**src/rtl/txw_pkg.sv**
```systemverilog
package txw_pkg;
  localparam int ADDR_W = 16;
  localparam int LEN_W  = 13;
  localparam int DESC_W = 64;

  typedef struct packed {
    logic              own;
    logic              wrap;
    logic              first;
    logic              last;
    logic              irq;
    logic              err;
    logic [LEN_W-1:0]  b2_len;
    logic [LEN_W-1:0]  b1_len;
    logic [ADDR_W-1:0] b2_addr;
    logic [ADDR_W-1:0] b1_addr;
  } desc_t;

  typedef enum logic [2:0] {
    S_IDLE, S_FETCH, S_WAIT, S_BUF1, S_BUF2, S_WB, S_SUSP
  } state_e;
endpackage

```
**src/rtl/txw_ring_ptr.sv**
```systemverilog
module txw_ring_ptr #(
  parameter int ADDR_W = 16,
  parameter int IDX_W  = 8
) (
  input  logic              clk_i,
  input  logic              rst_ni,
  input  logic              clr_i,
  input  logic              load_i,
  input  logic [ADDR_W-1:0] base_i,
  input  logic              adv_i,
  input  logic              wrap_i,
  output logic [ADDR_W-1:0] addr_o
);
  logic [ADDR_W-1:0] base_q;
  logic [IDX_W-1:0]  idx_q;

  always_ff @(posedge clk_i or negedge rst_ni) begin
    if (!rst_ni) begin
      base_q <= '0;
      idx_q  <= '0;
    end else if (clr_i) begin
      idx_q  <= '0;
    end else if (load_i) begin
      base_q <= base_i;
      idx_q  <= '0;
    end else if (adv_i) begin
      idx_q  <= wrap_i ? '0 : idx_q + 1'b1;
    end
  end

  assign addr_o = base_q + ADDR_W'(idx_q);
endmodule

```
**src/rtl/txw_rst_ctl.sv**
```systemverilog
module txw_rst_ctl #(
  parameter int RST_CYCLES = 4,
  localparam int CNT_W = $clog2(RST_CYCLES + 1)
) (
  input  logic clk_i,
  input  logic rst_ni,
  input  logic sw_rst_i,
  output logic busy_o
);
  logic [CNT_W-1:0] cnt_q;

  always_ff @(posedge clk_i or negedge rst_ni) begin
    if (!rst_ni)          cnt_q <= '0;
    else if (sw_rst_i)    cnt_q <= CNT_W'(RST_CYCLES);
    else if (cnt_q != 0)  cnt_q <= cnt_q - 1'b1;
  end

  assign busy_o = (cnt_q != 0);
endmodule

```
**src/rtl/tx_ring_walker.sv**
```systemverilog
module tx_ring_walker
  import txw_pkg::*;
#(
  parameter int IDX_W      = 8,
  parameter int RST_CYCLES = 4
) (
  input  logic              clk_i,
  input  logic              rst_ni,
  input  logic [ADDR_W-1:0] ring_base_i,
  input  logic              start_i,
  input  logic              poll_i,
  input  logic              sw_rst_i,
  output logic              rst_busy_o,
  output logic              suspended_o,
  output logic              desc_rd_o,
  output logic              desc_wr_o,
  output logic [ADDR_W-1:0] desc_addr_o,
  input  logic [DESC_W-1:0] desc_rdata_i,
  output logic [DESC_W-1:0] desc_wdata_o,
  output logic              buf_req_o,
  output logic [ADDR_W-1:0] buf_addr_o,
  output logic [LEN_W-1:0]  buf_len_o,
  output logic              buf_first_o,
  output logic              buf_last_o,
  input  logic              buf_gnt_i,
  input  logic              buf_err_i,
  output logic              tx_irq_o
);
  state_e state_q, state_d;
  desc_t  desc_q, rd_desc, wb_desc;
  logic   err_q;
  logic   busy;
  logic   start_ok;

  assign rd_desc  = desc_t'(desc_rdata_i);
  assign start_ok = (state_q == S_IDLE) && start_i && !busy && !sw_rst_i;

  txw_rst_ctl #(.RST_CYCLES(RST_CYCLES)) u_rst (
    .clk_i    (clk_i),
    .rst_ni   (rst_ni),
    .sw_rst_i (sw_rst_i),
    .busy_o   (busy)
  );

  txw_ring_ptr #(.ADDR_W(ADDR_W), .IDX_W(IDX_W)) u_ptr (
    .clk_i  (clk_i),
    .rst_ni (rst_ni),
    .clr_i  (sw_rst_i),
    .load_i (start_ok),
    .base_i (ring_base_i),
    .adv_i  (state_q == S_WB),
    .wrap_i (desc_q.wrap),
    .addr_o (desc_addr_o)
  );

  always_comb begin
    state_d = state_q;
    unique case (state_q)
      S_IDLE:  if (start_ok) state_d = S_FETCH;
      S_FETCH: state_d = S_WAIT;
      S_WAIT: begin
        if (!rd_desc.own)            state_d = S_SUSP;
        else if (rd_desc.b1_len != 0) state_d = S_BUF1;
        else if (rd_desc.b2_len != 0) state_d = S_BUF2;
        else                          state_d = S_WB;
      end
      S_BUF1:  if (buf_gnt_i) state_d = (desc_q.b2_len != 0) ? S_BUF2 : S_WB;
      S_BUF2:  if (buf_gnt_i) state_d = S_WB;
      S_WB:    state_d = S_FETCH;
      S_SUSP:  if (poll_i) state_d = S_FETCH;
      default: state_d = S_IDLE;
    endcase
    if (sw_rst_i || busy) state_d = S_IDLE;
  end

  always_ff @(posedge clk_i or negedge rst_ni) begin
    if (!rst_ni) begin
      state_q <= S_IDLE;
      desc_q  <= '0;
      err_q   <= 1'b0;
    end else begin
      state_q <= state_d;
      if (state_q == S_WAIT) begin
        desc_q <= rd_desc;
        err_q  <= 1'b0;
      end else if (buf_req_o && buf_gnt_i) begin
        err_q  <= err_q | buf_err_i;
      end
    end
  end

  always_comb begin
    wb_desc     = desc_q;
    wb_desc.own = 1'b0;
    wb_desc.err = err_q;
  end

  assign rst_busy_o   = busy;
  assign suspended_o  = (state_q == S_SUSP);
  assign desc_rd_o    = (state_q == S_FETCH);
  assign desc_wr_o    = (state_q == S_WB);
  assign desc_wdata_o = wb_desc;
  assign tx_irq_o     = (state_q == S_WB) && desc_q.irq;

  assign buf_req_o   = (state_q == S_BUF1) || (state_q == S_BUF2);
  assign buf_addr_o  = (state_q == S_BUF2) ? desc_q.b2_addr : desc_q.b1_addr;
  assign buf_len_o   = (state_q == S_BUF2) ? desc_q.b2_len  : desc_q.b1_len;
  // first request: buffer 1, or buffer 2 when buffer 1 was skipped
  assign buf_first_o = buf_req_o && desc_q.first &&
                       ((state_q == S_BUF1) || (desc_q.b1_len == 0));
  assign buf_last_o  = buf_req_o && desc_q.last &&
                       ((state_q == S_BUF2) || (desc_q.b2_len == 0));
endmodule

```
**config.mk**
```make
export PLATFORM = sky130hd
export DESIGN_NAME = tx_ring_walker
export DESIGN_NICKNAME = d
export VERILOG_FILES = /design/src/rtl/txw_pkg.sv /design/src/rtl/txw_ring_ptr.sv /design/src/rtl/txw_rst_ctl.sv /design/src/rtl/tx_ring_walker.sv
export SDC_FILE = /design/constraint.sdc
export NUM_CORES = 1
export LEC_CHECK = 0
export BUFFER_PORTS_ARGS = -buffer_cell sky130_fd_sc_hd__buf_2
export CAP_MARGIN = 40
export CORE_ASPECT_RATIO = 0.9
export CORE_MARGIN = 5
export CORE_UTILIZATION = 54
export CTS_BUF_LIST = sky130_fd_sc_hd__clkbuf_8
export CTS_CLUSTER_DIAMETER = 40
export DETAILED_ROUTE_END_ITERATION = 12
export PLACE_DENSITY = 0.89
export SLEW_MARGIN = 25
export SYNTH_ARGS = -nofsm -noshare
export SYNTH_HDL_FRONTEND = slang
export SYNTH_SLANG_ARGS = --single-unit
```
**constraint.sdc**
```tcl
create_clock -name clk_i -period 4.69 [get_ports clk_i]
set_input_delay 0.469 -clock clk_i [delete_from_list [all_inputs] [get_ports clk_i]]
set_output_delay 0.469 -clock clk_i [all_outputs]
set_load 0.05 [all_outputs]
```
# ---- Word-level counts from Yosys, hierarchy flattened
# Index checks and enable logic that the tools add are counted.
dict set report totals {
  elab_cells 75
  out_inout_bits 117
  in_bits 87
  ff_bits 93
}
dict set report op_classes {
  bitwise 2
  reduce_logical 27
  n_addsub 3
  n_mux 20
  n_eq_ne 10
}
# operator count
set ops {}
lappend ops {{$reduce_bool 13->1} 3}
lappend ops {{$mux 8} 4}
lappend ops {{$mux 3} 9}
lappend ops {{$logic_not 13->1} 2}
lappend ops {{$pmux 3 s7} 1}
lappend ops {{$add 16x8->16} 1}
lappend ops {{$mux 16} 1}
lappend ops {{$mux 13} 1}
lappend ops {{$eq 3x3->1 const B} 3}
lappend ops {{$logic_and 1x1->1} 9}
lappend ops {{$add 8x1->8 const B} 1}
lappend ops {{$eq 3x2->1 const B} 2}
lappend ops {{$ne 3x2->1 const B} 2}
lappend ops {{$ne 3x3->1 const B} 2}
lappend ops {{$reduce_bool 3->1} 2}
lappend ops {{$logic_or 1x1->1} 4}
lappend ops {{$mux 1} 4}
lappend ops {{$reduce_and 4->1} 1}
lappend ops {{$reduce_bool 2->1} 2}
lappend ops {{$eq 3x1->1 const B} 1}
lappend ops {{$logic_not 3->1} 1}
lappend ops {{$sub 3x1->3 const B} 1}
lappend ops {{$logic_not 1->1} 2}
lappend ops {{$reduce_and 2->1} 1}
lappend ops {{2 further kinds} 2}

# ---- Depth between registers and ports, before layout
dict set report depth {
  ltp_word 7
  mapped_depth 8
  ltp_nobuf 8
}

# ---- Hierarchy
# A second synthesis with hierarchy kept.
dict set report unflattened {
  hier_cells 387
  hier_area_um2 4824.6
}
# mod seq_area_each_um2 cells_each area_per_inst_um2 instances
set by_module_without_submodules {}
lappend by_module_without_submodules {tx_ring_walker 1651.6 233 3153.0 1}
lappend by_module_without_submodules {txw_ring_ptr 600.6 138 1493.9 1}
lappend by_module_without_submodules {txw_rst_ctl 75.1 16 177.7 1}

# ---- Worst setup path before layout
# Ideal clock, no wire load.
dict set report synth_timing {
  kind {register to output}
  from {register u_ptr.idx_q[0]}
  to {output desc_addr_o[12]}
  t_arrival_ns 2.418
  required_ns 4.221
  path_slack_ns 1.803
  path_stages_with_launch 9
  path_buffers 0
  cell_sequence {dfrtp_1 > ha_1 > inv_1 > fa_1 > nor2b_1 > o31a_1 > o32ai_2 > nor2_1 > xor2_1}
}
dict set report synth_between {
  elab_chain_cells 1
}
# element line
set synth_lines {}
lappend synth_lines {{start: declaration} txw_ring_ptr.sv:15} ;# logic [IDX_W-1:0] idx_q;
lappend synth_lines {{start signal: assignment} txw_ring_ptr.sv:27} ;# idx_q <= wrap_i ? '0 : idx_q + 1'b1;
lappend synth_lines {{$add 16x8->16} txw_ring_ptr.sv:31} ;# assign addr_o = base_q + ADDR_W'(idx_q);
lappend synth_lines {{end: declaration} tx_ring_walker.sv:17} ;# output logic [ADDR_W-1:0] desc_addr_o,
# No other way between the ends.

# ---- Worst setup path in the final report
dict set report layout_timing {
  from {register u_ptr.idx_q[0]}
  to {output desc_addr_o[14]}
}
# The elaborated chain is that of the path after synthesis.

==> results.cfg <==
[pwr]
p_leak_nw = 3.453
switchingPower_mw = 1.564
vdd_drop_max_mv = 0.4640
internal_power_mw = 1.596
p_per_area_mw_per_mm2 = 514.3
seq_power_share_pct = 36.2
swShare_pct = 49.48
comb_power_share_pct = 47.4
power.total_mw = 3.160
clock_power_share_pct = 16.3

[global_route]
grt_max_degree = 56
grt_overflow = 0
grt_pass1_vias = 4524
grt_util_all_layers_pct = 25.77
grt_antenna_before_repair = 0
grt_pass1_wl_mm = 22.46

[sta]
slew_violations = 0
whs_ns = 0.07582
max_slew_margin_pct = 50.41
max_freq_mhz = 320.9
tightest_slew_ns = 0.7421
fin_crit_sh_pct = 66.44
hold_viol_final = 0
setup_viol = 0
setup_slack_ns = 1.574
period_minus_slack_ns = 3.116
rsz0062_at_grt = false
fin_skew_ns = 0.009358
fin_tns_setup_ns = 0

[detailed_routing]
drt_iter0_markers = 220
drtAntennaViolNets = 0
via_count = 4353
firstDrtPassIters = 5
wire_per_inst_um = 17.65
drc = 0
drt_wl_total_mm = 13.86
viasPerCell = 5.545

[setup_path]
critical_path_arrival_ns = 2.65
path_buf_inv = 2
cp_slowest_cell = dfrtp_1
end_kind = output pin
cp_max_fo = 7
cp.required_ns = 4.22
path_class = reg2out
crit_path_cell_trace = ha_1 -> inv_1 -> fa_1 -> nor2b_1 -> o31a_1 -> o32ai_2 -> nor2_1 -> xor2_1 -> buf_2
slowest_delay_ns = 0.47
crit_family = compound AO/OA/AOI/OAI gates
cp-start-kind = flip-flop

[placed_design]
hpwlAfterDp_mm = 10.64
gp_congestion = 0.9074
place_area_mm2 = 0.005956
dp.cells = 769
port_buffers = 201
dp_worst_setup_slack_ns = 1.952

[clock_network]
clock_latency_ns = 0.35
cts_root_buf = clkbuf_8
clk_pin_slew_worst_paths_ns = 0.10
tritoncts = built
cts.sinks = 93
holdBufCountCts = 0
htreeDepth = 3
clk_path_buf_depth = 2
cts_buffers = 9
postCtsSetupRepairBufs = 0
cts_resized = 0

[synth]
synth_edf_count = 0
synthDistinctLibCells = 56
yosys_warnings = 0
synth_seq_area_share_pct = 47.72
synth-main-ff-cell = dfrtp_1
synth_area_per_cell_um2 = 10.44
async_flop_share_pct = 100.0
syn_area_mm2 = 0.004877
syn_nets = 566
ys_ff_latch = 93
synth_cells = 467

[worst_hold_path]
hold_path_class = in2async

[layout]
n_fill_cell = 638
seqCellArea_mm2 = 0.002327
nNetsFinal = 760
instances_no_fill = 785
area_growth_pct = 25.96
n_antenna_cell = 0
multi_input_area_mm2 = 0.002389
drive_gt1_share_pct = 46.70
fin_util_pct = 70.71
final_area_mm2 = 0.006143

[die]
num_rows = 32
core_mm2 = 0.008688
initial_core_util_pct = 56.13
io-pin-count = 204
die_w_um = 110.2
die_h_um = 100.2
dieArea_mm2 = 0.01104

[outcome]
status = finished, final reports clean

[run]
max-cap-violations = 0
power groups by stage:
stage / sequential [mW] / clock (mW) / combinational, mW
final: 1.14 / 0.517 / 1.50
after floorplan: 1.42 / 0 / 0.850
after global routing: 1.17 / 0.565 / 1.59
after CTS: 1.14 / 0.532 / 1.51
after global placement: 1.14 / 0 / 1.47
after detailed placement: 1.16 / 0 / 1.51
cells by family after synthesis:
family,synth area share [%]
simple gates,16.24
mux,18.21
xor+xnor,3.053
fa+ha+maj,3.232
compound gates,8.004
other cells,0.07689
buf+inv,3.463
flops,47.72
per-layer routing:
| layer | vias up | track usage [%] | part of all wire (%) |
|---|---|---|---|
| met5 | - | 0 | 0 |
| met4 | 0 | 8.333 | 2.0 |
| met3 | 25 | 8.360 | 9.4 |
| met2 | 201 | 44.64 | 52 |
| met1 | 2102 | 30.14 | 37 |
| li1 | 2025 | - | - |
worst paths after layout:
path / startpoint / endpoint / slack [ns] / depth (start not counted)
worst min register to register: u_ptr.base_q[0]$_DFFE_PN0P_ / u_ptr.base_q[0]$_DFFE_PN0P_ / 0.52 / 1
worst max register to register: state_q[0]$_DFFE_PN0P_ / desc_wdata_o[19]$_DFFE_PN0P_ / 2.13 / 4
worst max-delay path: u_ptr.idx_q[0]$_DFFE_PN0P_ / desc_addr_o[14] / 1.57 / 9
min in group clk_i: sw_rst_i / u_rst.cnt_q[0]$_DFFE_PN0N_ / 0.33 / 2
max in group asynchronous: rst_ni / desc_wdata_o[42]$_DFFE_PN0P_ / 3.55 / 2
worst min-delay path: rst_ni / u_ptr.idx_q[2]$_DFFE_PN0P_ / 0.08 / 1
cell usage after synthesis, drive strengths merged, types with 3 or more instances:
cell,number,area share (%)
a21o,3,0.46
a21oi,13,1.4
a31oi,7,0.90
and3,5,0.64
and4,4,0.72
buf,17,2.1
clkbuf,5,0.38
dfrtp,93,48
ha,11,2.8
inv,13,1.0
mux2,78,18
nand2,103,8.0
nand3,4,0.41
nand4,7,0.90
nor2,22,1.8
nor3,9,0.92
nor4,7,0.90
o2111ai,3,0.54
o21ai,11,1.1
xnor2,9,1.6
xor2,8,1.4
layout by cell type (no fill, tap or decap), types with 2 or more instances in the layout:
master     count
buf_2        200
nand2_1      101
dfrtp_1       93
mux2_2        78
nor2_1        21
a21oi_1       12
inv_1         11
ha_1          11
o21ai_0       10
xnor2_1        9
clkbuf_8       9
xor2_1         8
nor3_1         8
nand4_1        7
a31oi_1        7
nor4_1         7
and3_1         5
and4_1         4
nand3_1        4
inv_6          4
buf_4          4
a21o_1         3
o2111ai_1      3
nor2b_1        2
o21a_1         2
o21bai_1       2
a22oi_1        2
nor3b_1        2
inv_2          2
nand2_2        2
and2_1         2
a31o_2         2
clkinv_4       2
area by class of cell:
cell class,count,share of cell area [%]
multi-input combinational,339,38.88
inverter,13,0.7943
tap,119,2.424
clock inverter,7,1.039
timing repair buffer,205,16.97
clock buffer,9,2.016
sequential,93,37.88
registers in the layout (all words and copies together) (netlist names):
signal / count
desc_wdata_o: 62
u_ptr.base_q: 16
u_ptr.idx_q: 8
err_q: 1
u_rst.cnt_q: 3
state_q: 3
Power figures use the tool's default switching activity.
